<file path="config.mk">
export PLATFORM = sky130hd
export DESIGN_NAME = smb_regblk
export DESIGN_NICKNAME = d
export VERILOG_FILES = /design/src/rtl/smb_pkg.sv /design/src/rtl/smb_insync.sv /design/src/rtl/smb_regs.sv /design/src/rtl/smb_engine.sv /design/src/rtl/smb_regblk.sv
export SDC_FILE = /design/constraint.sdc
export NUM_CORES = 1
export LEC_CHECK = 0
export BUFFER_PORTS_ARGS = -buffer_cell sky130_fd_sc_hd__buf_2
export CORE_MARGIN = 2
export CORE_UTILIZATION = 57
export CTS_CLUSTER_SIZE = 28
export DETAILED_ROUTE_END_ITERATION = 16
export PLACE_DENSITY_LB_ADDON = 0.3
export SLEW_MARGIN = 20
export SYNTH_ARGS = -nofsm -noshare
export SYNTH_HDL_FRONTEND = slang
export SYNTH_SLANG_ARGS = --single-unit
</file>
<file path="constraint.sdc">
create_clock -name clk -period 2.25 [get_ports clk]
set_clock_uncertainty 0.1 [all_clocks]
set_input_delay 0.225 -clock clk [delete_from_list [all_inputs] [get_ports clk]]
set_output_delay 0.225 -clock clk [all_outputs]
set_load 0.01 [all_outputs]
</file>
<file path="src/rtl/smb_pkg.sv">
`timescale 1ns/1ps
package smb_pkg;

  typedef enum logic [2:0] {
    ST_IDLE,
    ST_RX,
    ST_RXACK,
    ST_TX,
    ST_TXACK
  } smb_state_e;

  typedef enum logic [1:0] {
    RL_ADDR,
    RL_INDEX,
    RL_COUNT,
    RL_DATA
  } smb_role_e;

  // Strap code to device address; code 3 falls back to the base address.
  function automatic logic [6:0] addr_from_strap(input logic [1:0] s, input logic [6:0] base);
    case (s)
      2'b01:   return base + 7'd1;
      2'b10:   return base + 7'd2;
      default: return base;
    endcase
  endfunction

  // Reset value of register i.
  function automatic logic [7:0] reg_reset_val(input int i, input int cnt_idx, input logic [7:0] cnt_rst);
    if (i < 3)             return 8'hFF;
    else if (i == cnt_idx) return cnt_rst;
    else                   return 8'h00;
  endfunction

endpackage

</file>
<file path="src/rtl/smb_insync.sv">
`timescale 1ns/1ps
module smb_insync #(
  parameter int STAGES = 2
) (
  input  logic clk,
  input  logic rst_n,
  input  logic d,
  output logic q,
  output logic rise,
  output logic fall
);
  logic [STAGES-1:0] chain;
  logic              prev;

  always_ff @(posedge clk or negedge rst_n) begin
    if (!rst_n) begin
      chain <= '1;
      prev  <= 1'b1;
    end else begin
      chain <= {chain[STAGES-2:0], d};
      prev  <= chain[STAGES-1];
    end
  end

  assign q    = chain[STAGES-1];
  assign rise = q & ~prev;
  assign fall = ~q & prev;
endmodule

</file>
<file path="src/rtl/smb_regs.sv">
`timescale 1ns/1ps
module smb_regs
  import smb_pkg::*;
#(
  parameter int         NREG    = 16,
  parameter int         CNT_IDX = 8,
  parameter logic [7:0] CNT_RST = 8'h07,
  localparam int        IDXW    = $clog2(NREG)
) (
  input  logic            clk,
  input  logic            rst_n,
  input  logic            we,
  input  logic [IDXW-1:0] widx,
  input  logic [7:0]      wdat,
  input  logic [IDXW-1:0] ridx,
  output logic [7:0]      rdat,
  output logic [7:0]      cnt_dat
);
  logic [7:0] mem     [NREG];
  logic [7:0] rst_val [NREG];

  for (genvar g = 0; g < NREG; g++) begin : g_rst
    assign rst_val[g] = reg_reset_val(g, CNT_IDX, CNT_RST);
  end

  always_ff @(posedge clk or negedge rst_n) begin
    if (!rst_n) begin
      for (int i = 0; i < NREG; i++) mem[i] <= rst_val[i];
    end else if (we) begin
      mem[widx] <= wdat;
    end
  end

  assign rdat    = mem[ridx];
  assign cnt_dat = mem[CNT_IDX];

  AST_CNT_WRITE: assert property (@(posedge clk) disable iff (!rst_n)
    (we && widx == IDXW'(CNT_IDX)) |=> (cnt_dat == $past(wdat)));
endmodule

</file>
<file path="src/rtl/smb_engine.sv">
`timescale 1ns/1ps
module smb_engine
  import smb_pkg::*;
#(
  parameter int         IDXW      = 4,
  parameter logic [6:0] BASE_ADDR = 7'h6B
) (
  input  logic            clk,
  input  logic            rst_n,
  input  logic [1:0]      strap,
  input  logic            scl_s,
  input  logic            scl_rise,
  input  logic            scl_fall,
  input  logic            sda_s,
  input  logic            sda_rise,
  input  logic            sda_fall,
  input  logic [7:0]      rd_dat,
  input  logic [7:0]      cnt_dat,
  output logic [IDXW-1:0] rd_idx,
  output logic            sda_oe,
  output logic            wr_stb,
  output logic [IDXW-1:0] wr_idx,
  output logic [7:0]      wr_dat
);
  function automatic logic [IDXW-1:0] idx_next(input logic [IDXW-1:0] i);
    return i + 1'b1;
  endfunction

  logic            armed;
  logic [6:0]      dev_addr;
  smb_state_e      state;
  smb_role_e       role;
  logic [3:0]      bitcnt;
  logic [7:0]      sh;
  logic [IDXW-1:0] idx_q;
  logic [7:0]      rem_q;
  logic            rw_q;
  logic            host_ack;

  // named events for the assertions
  logic start_det, stop_det, byte_in;
  assign start_det = sda_fall & scl_s;
  assign stop_det  = sda_rise & scl_s;
  assign byte_in   = (state == ST_RX) & scl_fall & (bitcnt == 4'd8);

  always_ff @(posedge clk or negedge rst_n) begin
    if (!rst_n) begin
      armed    <= 1'b0;
      dev_addr <= BASE_ADDR;
    end else if (!armed) begin
      armed    <= 1'b1;
      dev_addr <= addr_from_strap(strap, BASE_ADDR);
    end
  end

  always_ff @(posedge clk or negedge rst_n) begin
    if (!rst_n) begin
      state    <= ST_IDLE;
      role     <= RL_ADDR;
      bitcnt   <= '0;
      sh       <= '0;
      idx_q    <= '0;
      rem_q    <= '0;
      rw_q     <= 1'b0;
      host_ack <= 1'b0;
      sda_oe   <= 1'b0;
      wr_stb   <= 1'b0;
      wr_idx   <= '0;
      wr_dat   <= '0;
    end else begin
      wr_stb <= 1'b0;
      if (start_det) begin
        state  <= ST_RX;
        role   <= RL_ADDR;
        bitcnt <= '0;
        sda_oe <= 1'b0;
      end else if (stop_det) begin
        state  <= ST_IDLE;
        sda_oe <= 1'b0;
      end else begin
        case (state)
          ST_RX: begin
            if (scl_rise && bitcnt != 4'd8) begin
              sh     <= {sh[6:0], sda_s};
              bitcnt <= bitcnt + 4'd1;
            end else if (byte_in) begin
              state  <= ST_RXACK;
              sda_oe <= 1'b1;
              case (role)
                RL_ADDR: begin
                  if (sh[7:1] == dev_addr) begin
                    rw_q <= sh[0];
                    role <= RL_INDEX;
                  end else begin
                    state  <= ST_IDLE;
                    sda_oe <= 1'b0;
                  end
                end
                RL_INDEX: begin
                  idx_q <= sh[IDXW-1:0];
                  role  <= RL_COUNT;
                end
                RL_COUNT: begin
                  rem_q <= sh;
                  role  <= RL_DATA;
                end
                default: begin
                  if (rem_q != 8'd0) begin
                    wr_stb <= 1'b1;
                    wr_idx <= idx_q;
                    wr_dat <= sh;
                    idx_q  <= idx_next(idx_q);
                    rem_q  <= rem_q - 8'd1;
                  end else begin
                    state  <= ST_IDLE;
                    sda_oe <= 1'b0;
                  end
                end
              endcase
            end
          end
          ST_RXACK: begin
            if (scl_fall) begin
              bitcnt <= '0;
              if (rw_q) begin
                state  <= ST_TX;
                sh     <= cnt_dat;
                sda_oe <= ~cnt_dat[7];
              end else begin
                state  <= ST_RX;
                sda_oe <= 1'b0;
              end
            end
          end
          ST_TX: begin
            if (scl_rise) begin
              bitcnt <= bitcnt + 4'd1;
            end else if (scl_fall) begin
              if (bitcnt == 4'd8) begin
                state  <= ST_TXACK;
                sda_oe <= 1'b0;
              end else begin
                sh     <= {sh[6:0], 1'b0};
                sda_oe <= ~sh[6];
              end
            end
          end
          ST_TXACK: begin
            if (scl_rise) begin
              host_ack <= ~sda_s;
            end else if (scl_fall) begin
              if (host_ack) begin
                state  <= ST_TX;
                bitcnt <= '0;
                sh     <= rd_dat;
                sda_oe <= ~rd_dat[7];
                idx_q  <= idx_next(idx_q);
              end else begin
                state <= ST_IDLE;
              end
            end
          end
          default: ;
        endcase
      end
    end
  end

  assign rd_idx = idx_q;

  AST_ADDR_HELD: assert property (@(posedge clk) disable iff (!rst_n)
    (armed && $past(armed)) |-> $stable(dev_addr));
  AST_WSTB_PULSE: assert property (@(posedge clk) disable iff (!rst_n)
    wr_stb |=> !wr_stb);
  AST_IDLE_QUIET: assert property (@(posedge clk) disable iff (!rst_n)
    (state == ST_IDLE) |-> !sda_oe);
  AST_NACK_RELEASE: assert property (@(posedge clk) disable iff (!rst_n)
    ($past(state) == ST_TXACK && state == ST_IDLE) |-> !sda_oe);
  AST_START_RESTART: assert property (@(posedge clk) disable iff (!rst_n)
    start_det |=> (state == ST_RX && bitcnt == 4'd0 && role == RL_ADDR));
  AST_STOP_IDLE: assert property (@(posedge clk) disable iff (!rst_n)
    stop_det |=> (state == ST_IDLE));
  AST_OE_SCL_LOW: assert property (@(posedge clk) disable iff (!rst_n)
    (sda_oe != $past(sda_oe)) |-> !$past(scl_s));
endmodule

</file>
<file path="src/rtl/smb_regblk.sv">
`timescale 1ns/1ps
module smb_regblk #(
  parameter int         NREG        = 16,
  parameter int         CNT_IDX     = 8,
  parameter logic [7:0] CNT_RST     = 8'h07,
  parameter logic [6:0] BASE_ADDR   = 7'h6B,
  parameter int         SYNC_STAGES = 2
) (
  input  logic                    clk,
  input  logic                    rst_n,
  input  logic [1:0]              strap,
  input  logic                    scl_i,
  input  logic                    sda_i,
  output logic                    sda_oe,
  output logic                    wr_stb,
  output logic [$clog2(NREG)-1:0] wr_idx,
  output logic [7:0]              wr_dat
);
  localparam int IDXW = $clog2(NREG);

  logic [1:0] ln_in, ln_q, ln_rise, ln_fall;
  assign ln_in = {sda_i, scl_i};

  for (genvar g = 0; g < 2; g++) begin : g_sync
    smb_insync #(.STAGES(SYNC_STAGES)) u_sync (
      .clk  (clk),
      .rst_n(rst_n),
      .d    (ln_in[g]),
      .q    (ln_q[g]),
      .rise (ln_rise[g]),
      .fall (ln_fall[g])
    );
  end

  logic [IDXW-1:0] rd_idx;
  logic [7:0]      rd_dat, cnt_dat;

  smb_engine #(.IDXW(IDXW), .BASE_ADDR(BASE_ADDR)) u_eng (
    .clk     (clk),
    .rst_n   (rst_n),
    .strap   (strap),
    .scl_s   (ln_q[0]),
    .scl_rise(ln_rise[0]),
    .scl_fall(ln_fall[0]),
    .sda_s   (ln_q[1]),
    .sda_rise(ln_rise[1]),
    .sda_fall(ln_fall[1]),
    .rd_dat  (rd_dat),
    .cnt_dat (cnt_dat),
    .rd_idx  (rd_idx),
    .sda_oe  (sda_oe),
    .wr_stb  (wr_stb),
    .wr_idx  (wr_idx),
    .wr_dat  (wr_dat)
  );

  smb_regs #(.NREG(NREG), .CNT_IDX(CNT_IDX), .CNT_RST(CNT_RST)) u_regs (
    .clk    (clk),
    .rst_n  (rst_n),
    .we     (wr_stb),
    .widx   (wr_idx),
    .wdat   (wr_dat),
    .ridx   (rd_idx),
    .rdat   (rd_dat),
    .cnt_dat(cnt_dat)
  );
endmodule

</file>
; ---- Word level (Yosys, flattened, before mapping)
; Index checks and enable logic that the tools add are counted.
[op_classes]
shifts = 0
bitwise = 22
addsub = 3
muxes = 81
div_mod_pow = 0
reduce_logical = 26
n_lt_le_gt_ge = 3
n_eq_ne = 42
mul = 0
[op_table]
columns = cell, n
row1 = $bwmux 128, 1
row2 = $mux 8, 13
row3 = $mux 4, 14
row4 = $bmux 8 s4, 1
row5 = $demux 8 s4, 1
row6 = $pmux 8 s4, 1
row7 = $mux 3, 10
row8 = $ne 4x1->1 const B, 6
row9 = $reduce_and 7->1, 3
row10 = $mux 1, 20
row11 = $mux 2, 10
row12 = $reduce_and 9->1, 2
row13 = $ne 2x1->1 const B, 8
row14 = $pmux 4 s2, 2
row15 = $pmux 4 s4, 1
row16 = $pmux 8 s2, 1
row17 = $ne 3x1->1 const B, 5
row18 = $ne 2x2->1 const B, 6
row19 = $ne 4x4->1 const B, 3
row20 = $not 1->1, 12
row21 = $pmux 3 s2, 2
row22 = $pmux 3 s4, 1
row23 = $reduce_and 12->1, 1
row24 = $ge 5x5->1 const B, 2
row25 = other kinds (31), 51
[word_totals]
ramBits = 0
n_memories = 0
mem_bits_ro = 0
out_inout_bits = 14
register_bits = 187
latchBits = 0
word_cells = 211

; ---- Logic depth before layout (Yosys ltp)
; Gate-level depths: netlist (run 1).
[logic_depth]
word_depth = 11
mapped_depth = 8

; ---- Modules after synthesis
; A second synthesis (run 1) with hierarchy kept.
[hier_totals]
hier_cells = 701
hier_area_um2 = 9220.1
[modules_own_cells]
columns = mod, n_inst, cells_each, area_each_um2
row1 = smb_regs, 1, 373, 6009.5
row2 = smb_engine, 1, 318, 3022.9
row3 = smb_insync, 2, 5, 93.8

; ---- Worst setup path before layout (run 1)
; OpenSTA, ideal clock, no wires.
[synth_timing]
kind = reg2reg
from = register u_eng.idx_q[0], in the netlist u_eng.rd_idx[0]
to = register u_eng.sh[6]
path_stages_with_launch = 7
n_path_buf = 2
slack_ns = 0.118
t_required_ns = 2.011
period_less_slack_ns = 2.132
arrival_ns = 1.893
cell_sequence = dfrtp_1 -> buf_6 -> buf_2 -> mux4_2 -> mux4_2 -> nand2_1 -> a22oi_1
[synth_via]
elab_chain_len = 8
[synth_rtl]
columns = item, line_no
row1 = "start, declared", smb_engine.sv:35  ; logic [IDXW-1:0] idx_q;
row2 = "start signal, assigned", smb_engine.sv:100  ; idx_q <= sh[IDXW-1:0];
row3 = "start signal, assigned", smb_engine.sv:112  ; idx_q <= idx_next(idx_q);
row4 = "start signal, assigned", smb_engine.sv:157  ; idx_q <= idx_next(idx_q);
row5 = $not 4->5 (implied by the code), smb_regs.sv:34  ; assign rdat = mem[ridx];
row6 = $bmux 8 s4, smb_regs.sv:34
row7 = $mux 8 (implied by the code) (2 in a row), smb_regs.sv:34
row8 = $mux 8, smb_engine.sv:152  ; if (host_ack) begin
row9 = $mux 8, smb_engine.sv:151  ; end else if (scl_fall) begin
row10 = $mux 8, smb_engine.sv:149  ; if (scl_rise) begin
row11 = $pmux 8 s4, smb_engine.sv:81  ; case (state)
row12 = "end signal, assigned", smb_engine.sv:84  ; sh <= {sh[6:0], sda_s};
row13 = "end signal, assigned", smb_engine.sv:143  ; sh <= {sh[6:0], 1'b0};
row14 = "end signal, assigned", smb_engine.sv:155  ; sh <= rd_dat;
row15 = "end, declared", smb_engine.sv:34  ; logic [7:0] sh;
; No other way between the ends. The select of a mux whose other input is x is not followed.
; A chain may end at the register's enable or synchronous reset.

; ---- Worst setup path in the final report (run 1)
[layout_timing]
from = register u_eng.idx_q[0], in the netlist u_eng.rd_idx[0]
to = register u_eng.sh[4]
; The elaborated chain is that of the path after synthesis.

==> run_results.csv, run 1 <==
group,metric,value,unit
outcome,status,"finished, violations left",
outcome,violations,"setup timing",
cts,htree_levels,4,
synth,synth-edff-count,0,
synth,ys_types,63,
cells_and_area,syn_to_final_growth,15.70,%
cells_and_area,postLayoutCellArea,10390,µm²
pwr,fin_total_pwr,0.007124,W
timing,fmax,436.3,MHz
synth,synth_nets,694,
timing,setup_ws,-41.78,ps
floorplanning,die_w,129.5,µm
critical_path,cp-start-kind,"flip-flop",
timing,hold_viol,0,
cts,clkLatencyLatePin,440,ps
synth,synth-xor-area-share,0.003901,
cells_and_area,drive_above_1_share,0.4455,
cells_and_area,finalNetCount,748,
grt,antenna_found_initial,0,
synth,synth_mux_area_frac,0.2859,
critical_path,path_delay_family,"multiplexers",
cts,cts_buffer_depth,2,
critical_path,slowest_stage,"mux4_1",
critical_path,crit_arrival,2510,ps
critical_path,cp.required,2470,ps
cts,root_buffer,"clkbuf_16",
detailed_routing,initialDrtViolationCount,502,
synth,synth-simple-area-share,0.07049,
timing,drv_slew,0,
floorplanning,initial_core_util,0.5864,
detailed_routing,drtAntennaViolNets,0,
cells_and_area,fin_cells,954,
timing,setup_viol_count_final,5,
synth,ys_async_sr_fraction,1.000,
placed_design,routabilityCongestion,0.8802,
critical_path,crit_fanout,8,
synth,synth_top_family_by_area,"multiplexers",
detailed_routing,num_vias,5950,
critical_path,end_kind,"flip-flop",
detailed_routing,viasPerCell,6.237,
synth,yosysWarnings,0,
floorplanning,num_rows,45,
synth,ys_seq_area_frac,0.5148,
synth,syn_area,8981,µm²
placed_design,port_buffers,19,
pwr,p_leak,4.807,nW
timing,whs,16.41,ps
grt,grt_usage,0.2726,
synth,yosys.area.top_type,"dfrtp_1",
grt,grt_overflow,0,
timing,rsz0062_at_grt,"true",
timing,relSlewSlack,0.5376,
floorplanning,pin_count,20,
synth,syn_area_per_cell,13.29,µm²
pwr,p_per_area,685.6,nW/µm²
cts,clkTransAtPathRegs,70,ps
cts,cts_tree,"yes",
detailed_routing,post-route-drc-count,0,
placed_design,place_inst,914,
cts,cts_buffers,17,
synth,synthAdderAreaFrac,0.01672,
run,cap_viol_max_count,0,
grt,grt_pass1_wl,34100,µm
timing,finalCritPeriodShare,1.019,
placed_design,dp_hpwl,14460,µm
min_path,min_path_type,"in -> reg",
critical_path,critPathMaxStageDelay,550,ps
floorplanning,coreArea,15310,µm²
timing,worstMarginPinSlew,693.7,ps
synth,syn_inst,676,
pwr,ir_drop,0.0005725,V
critical_path,crit_buf_inv,1,
floorplanning,fp.dieH,129.5,µm
critical_path,crit_type,"reg -> reg",
critical_path,crit_chain,"buf_12, mux4_1, mux2_2, a222oi_1, a21oi_1, a21o_1",
timing,fin_tns_setup,-138.1,ps
synth,yosysTopAreaCellShare,0.4124,
timing,finalCriticalPeriod,2292,ps
cells_and_area,antenna_cells,0,
detailed_routing,wirelength,21500,µm
synth,synth_compound_area_frac,0.08066,
grt,grt_pass1_vias,6019,
placed_design,placed_area,9608,µm²
synth,synth_area_leaders,"dfrtp_1 41%, mux2_2 19%, dfstp_2 10%",
synth,ys_seq_elements,183,
detailed_routing,wire_per_inst,22.53,µm
floorplanning,die_area,16780,µm²
detailed_routing,first_pass_iters,5,
grt,grt_max_degree,63,
synth,synth_ff_type,"dfrtp_1",
cts,clkSinkCount,183,
-- cell type report --
class                      instances  area, µm²
clock buffer                      20      466.7
sequential                       183       4626
timing repair buffer              73      605.6
inverter                          17      63.81
tap                              211      264.0
multi-input combinational        438       4146
fill                            1094       4923
clock inverter                    12      219.0
-- per-layer routing --
layer	share of wire	track usage	up-vias
met5	0	0	-
met4	0.025	0.09677	0
met3	0.046	0.05161	43
met2	0.49	0.4350	184
met1	0.44	0.3792	3100
li1	-	-	2623
-- what timing repair did --
action / in CTS / in global routing
hold buffers: 3 / 0
gates resized for setup: 6 / 6
setup buffers: 1 / 3
pin swaps: 7 / 2
hold endpoints to repair: 47 / 0
setup endpoints to repair: 6 / 19
gates cloned: 0 / 1
-- cell usage after synthesis (all sizes together) (2+ instances only) --
master,count
a211oi,3
a21o,4
a21oi,25
a221o,2
a221oi,2
a222oi,5
a22o,6
a22oi,6
a31oi,2
a32oi,2
and2,3
and3,2
and3b,2
buf,13
clkbuf,26
dfrtp,148
dfstp,35
ha,12
inv,17
mux2,152
mux2i,9
mux4,33
nand2,27
nand2b,12
nand3,6
nand3b,4
nand4b,2
nor2,30
nor2b,9
nor3,6
nor3b,3
nor4,4
o2111ai,2
o211ai,4
o21ai,29
o21bai,2
o22a,3
o22ai,5
o31ai,2
or3b,3
xnor2,3
-- worst paths after layout --
kind / start / to / slack [ps] / cells after the start
setup / recovery: u_eng.rd_idx[0] / u_eng.sh[4] / -40 / 6
hold / removal: strap[0] / u_eng.dev_addr[0] / 20 / 3
setup reg to reg: u_eng.rd_idx[0] / u_eng.sh[4] / -40 / 6
hold reg to reg: g_sync[0].u_sync.chain[0] / g_sync[0].u_sync.chain[1] / 260 / 0
max in group asynchronous: rst_n / g_sync[1].u_sync.chain[0] / 1020 / 3
min in group asynchronous: rst_n / u_regs.mem[96] / 250 / 2
-- where the power goes --
group | switching [W] | total (W) | internal [W] | leakage, nW
combinational | 0.000170 | 0.000269 | 0.0000990 | 2.06
sequential | 0.0000704 | 0.00342 | 0.00335 | 2.41
clock | 0.00126 | 0.00343 | 0.00217 | 0.334
-- placed cells by master, fill, tap and decap left out, types with 12 or more instances in the layout --
| cell type | Yosys | final |
|---|---|---|
| mux2_2 | 152 | 148 |
| dfrtp_1 | 148 | 146 |
| buf_4 | 0 | 43 |
| dfstp_2 | 35 | 35 |
| mux4_2 | 27 | 30 |
| nor2_1 | 29 | 29 |
| o21ai_0 | 27 | 27 |
| nand2_1 | 27 | 26 |
| a21oi_1 | 25 | 25 |
| buf_2 | 8 | 18 |
| inv_1 | 17 | 17 |
| clkbuf_16 | 0 | 17 |
| nand2b_1 | 12 | 12 |
| ha_1 | 12 | 12 |
-- through the flow --
step | util | worst slack (ps)
2_1_floorplan | - | 118.4
3_3_place_gp | 0.6274 | 8.122
3_5_place_dp | 0.6274 | -67.56
4_1_cts | 0.6745 | -26.69
5_1_grt | 0.6785 | -103.7
6_report | 0.6785 | -41.78
-- flip-flops by register name, indices dropped and copies added (netlist names) --
name,cells
u_regs.cnt_dat,8
u_regs.mem,120
u_eng.sh,8
g_sync.u_sync.chain,4
u_eng.armed,1
u_eng.rw_q,1
g_sync.u_sync.prev,2
u_eng.rd_idx,4
u_eng.bitcnt,4
u_eng.host_ack,1
u_eng.rem_q,8
u_eng.wr_stb,1
u_eng.state,3
u_eng.wr_dat,8
u_eng.wr_idx,4
u_eng.role,2
u_eng.sda_oe,1
u_eng.dev_addr,3
-- worst register-to-register path, stage by stage (launching register included) --
cell and delay (ps):
dfrtp_2 490, buf_12 180, mux4_1 560, mux2_2 270
a222oi_1 300, a21oi_1 110, a21o_1 160
-- logic make-up (layout without fill, tap and decap cells) --
| logic type | after synthesis | after routing |
|---|---|---|
| AOI/OAI and AO/OA | 109 | 110 |
| and+or+nand+nor | 117 | 117 |
| xor gates and xnor gates | 4 | 4 |
| adders and majority gates | 12 | 12 |
| buffers and inverters | 56 | 122 |
| muxes | 194 | 194 |
| other | 1 | 1 |
| DFF | 183 | 183 |
Power figures use the tool's default switching activity.
==> inputs of run 2 (changes only) <==
- ABC_AREA: not set -> 1
==> run_results.csv, run 2 <==
group,metric,value,unit
floorplanning,initial_core_util,0.5872,
pwr,p_per_area,993.3,nW/µm²
synth,yosysTopAreaCellShare,0.4119,
pwr,netSwitchingPower,0.003543,W
cells_and_area,finalNetCount,1158,
cells_and_area,antenna_cells,0,
timing,fmax,504.7,MHz
cells_and_area,drive_above_1_share,0.1240,
timing,fin_tns_setup,0,ps
grt,grt_pass1_wl,36950,µm
placed_design,port_buffers,19,
floorplanning,pin_count,20,
synth,synth-edff-count,0,
detailed_routing,wire_per_inst,16.32,µm
timing,relSlewSlack,0.5409,
critical_path,crit_fanout,16,
detailed_routing,first_pass_iters,6,
synth,ys_types,34,
synth,syn_area,8992,µm²
outcome,status,"finished clean",
floorplanning,die_w,129.6,µm
grt,antenna_found_initial,0,
grt,grt_overflow,0,
min_path,worst_hold_startpoint,"strap[1]",
timing,worstMarginPinSlew,688.0,ps
critical_path,cp.required,2460,ps
floorplanning,coreArea,15310,µm²
synth,synth_ff_type,"dfrtp_1",
timing,rsz0062_at_grt,"false",
grt,grt_usage,0.2840,
pwr,clkPwrFrac,0.321,
detailed_routing,initialDrtViolationCount,921,
pwr,share_comb_of_total_power,0.312,
placed_design,dp_hpwl,14730,µm
synth,yosysMostFrequentCell,"nand2_1",
synth,syn_inst,1132,
floorplanning,num_rows,45,
detailed_routing,wl_met1,10050,µm
synth,synth_nets,1150,
critical_path,crit_arrival,2200,ps
pwr,p_int,0.006417,W
cts,cts_buffers,17,
min_path,min_path_type,"in -> reg",
critical_path,r2r-start,"u_eng.bitcnt[0]",
grt,grt_max_degree,53,
grt,grt_pass1_vias,7109,
cells_and_area,largest_register_ffs,120,
timing,finalCritPeriodShare,0.8806,
detailed_routing,topRoutingLayerUsed,"met4",
floorplanning,fp.dieH,129.6,µm
critical_path,r2r_end,"u_eng.sh[6]",
cts,clkSinkCount,183,
pwr,swShare,0.3557,
critical_path,crit_type,"reg -> reg",
synth,yosysWarnings,0,
synth,ys_async_sr_fraction,1.000,
detailed_routing,post-route-drc-count,0,
critical_path,reg2regPathDepth,10,
critical_path,cp-start-kind,"flip-flop",
cts,root_buffer,"clkbuf_16",
cts,clkLatencyLatePin,430,ps
synth,netlist_top_cells_count,"274 x nand2_1, 221 x o21ai_0, 148 x dfrtp_1",
cells_and_area,final_cell_mix,"274 x nand2_1, 221 x o21ai_0, 147 x dfrtp_1",
min_path,worst_hold_path.endpoint,"u_eng.dev_addr[0]",
timing,setup_viol_count_final,0,
cells_and_area,fin_util,0.6548,
cells_and_area,largest-register,"u_regs.mem",
synth,syn_area_per_cell,7.944,µm²
floorplanning,die_area,16800,µm²
detailed_routing,dr_wl_met3,1736,µm
cts,clkTransAtPathRegs,60,ps
cts,cts_tree,"yes",
cells_and_area,syn_to_final_growth,11.52,%
cells_and_area,layout_commonest_cell,"nand2_1",
pwr,seq_power_share,0.367,
timing,hold_viol,0,
min_path,hold_depth,4,
detailed_routing,viasPerCell,5.748,
placed_design,routabilityCongestion,0.9384,
pwr,p_leak,4.543,nW
synth,ys_seq_area_frac,0.5141,
timing,drv_slew,0,
detailed_routing,num_vias,7840,
cts,cts_buffer_depth,2,
pwr,ir_drop,0.0006855,V
cts,htree_levels,4,
critical_path,regToRegSetupSlack,270,ps
timing,finalCriticalPeriod,1981,ps
synth,ys_seq_elements,183,
synth,yosys.area.top_type,"dfrtp_1",
detailed_routing,drtAntennaViolNets,0,
synth,synth_area_leaders,"dfrtp_1 41%, o21ai_0 12%, nand2_1 11%",
detailed_routing,wirelength,22270,µm
detailed_routing,dr_wl_met2,9865,µm
critical_path,end_kind,"flip-flop",
run,cap_viol_max_count,0,
## run 2: final cells by class
| type | instances | area [µm²] |
|---|---|---|
| inverter | 94 | 357.8 |
| clock buffer | 23 | 508.0 |
| timing repair buffer | 46 | 364.1 |
| fill | 1295 | 5286 |
| multi-input combinational | 798 | 3774 |
| sequential | 183 | 4624 |
| clock inverter | 9 | 136.4 |
| tap | 211 | 264.0 |
## run 2: logic make-up (layout without fill, tap and decap cells)
group	Yosys count	in the layout	synth area share
simple gates	486	486	0.2223
compound gates	295	295	0.1760
flops	183	183	0.5141
buf+inv	151	172	0.06651
fa+ha+maj	12	12	0.01670
xor+xnor	4	4	0.003896
other cells	1	1	0.0004170
## run 2: metal layers
| layer | vias up | global-route usage |
|---|---|---|
| met2 | 340 | 0.4204 |
| met3 | 46 | 0.04459 |
| li1 | 3731 | - |
| met5 | - | 0 |
| met4 | 0 | 0.1139 |
| met1 | 3723 | 0.4207 |
## run 2: repair_timing
item | 4_1_cts | 5_1_grt
hold buffers | 4 | 0
setup buffers | 0 | 4
setup endpoints to repair | 0 | 2
resized for setup | 0 | 2
hold endpoints to repair | 163 | 0
## run 2: stage by stage
step	std cells	cell area [µm²]	hold slack, ps	worst slack [ps]	power [W]
final	1364	10030	32.58	268.6	0.009961
after global routing	1364	10030	49.61	70.37	0.01051
after CTS	1360	9992	28.56	219.3	0.009955
after detailed placement	1324	9308	21.07	250.1	0.006751
after global placement	1324	9308	23.88	320.9	0.006708
after floorplan	1132	8992	-170.6	542.5	0.005799
## run 2: power groups by stage
| stage | logic (W) | registers, W | clock network [W] |
|---|---|---|---|
| 2_1_floorplan | 0.00215 | 0.00365 | 0 |
| 3_3_place_gp | 0.00300 | 0.00370 | 0 |
| 4_1_cts | 0.00308 | 0.00365 | 0.00322 |
| 3_5_place_dp | 0.00304 | 0.00371 | 0 |
| 5_1_grt | 0.00346 | 0.00367 | 0.00338 |
| 6_report | 0.00311 | 0.00365 | 0.00320 |
## run 2: worst max path at each step
stage,startpoint,to,cells after the start
global placement,u_eng.role[0],u_eng.rem_q[7],9
floorplan,u_eng.bitcnt[0],u_eng.sh[3],11
finish,u_eng.bitcnt[0],u_eng.sh[6],10
detailed placement,u_eng.role[0],u_eng.rem_q[7],9
CTS,u_eng.role[0],u_eng.rem_q[7],9
global route,u_eng.bitcnt[0],u_eng.rem_q[7],9
## run 2: worst max-delay path, stage by stage (launching register included)
cell and delay (ps):
dfrtp_1 390, inv_1 80, ha_1 210, nand3_2 130, nand2_1 110, nand2_1 100, o21ai_1 70, nor2_1 130
nand3_2 260, nor2_1 220, a21oi_2 80
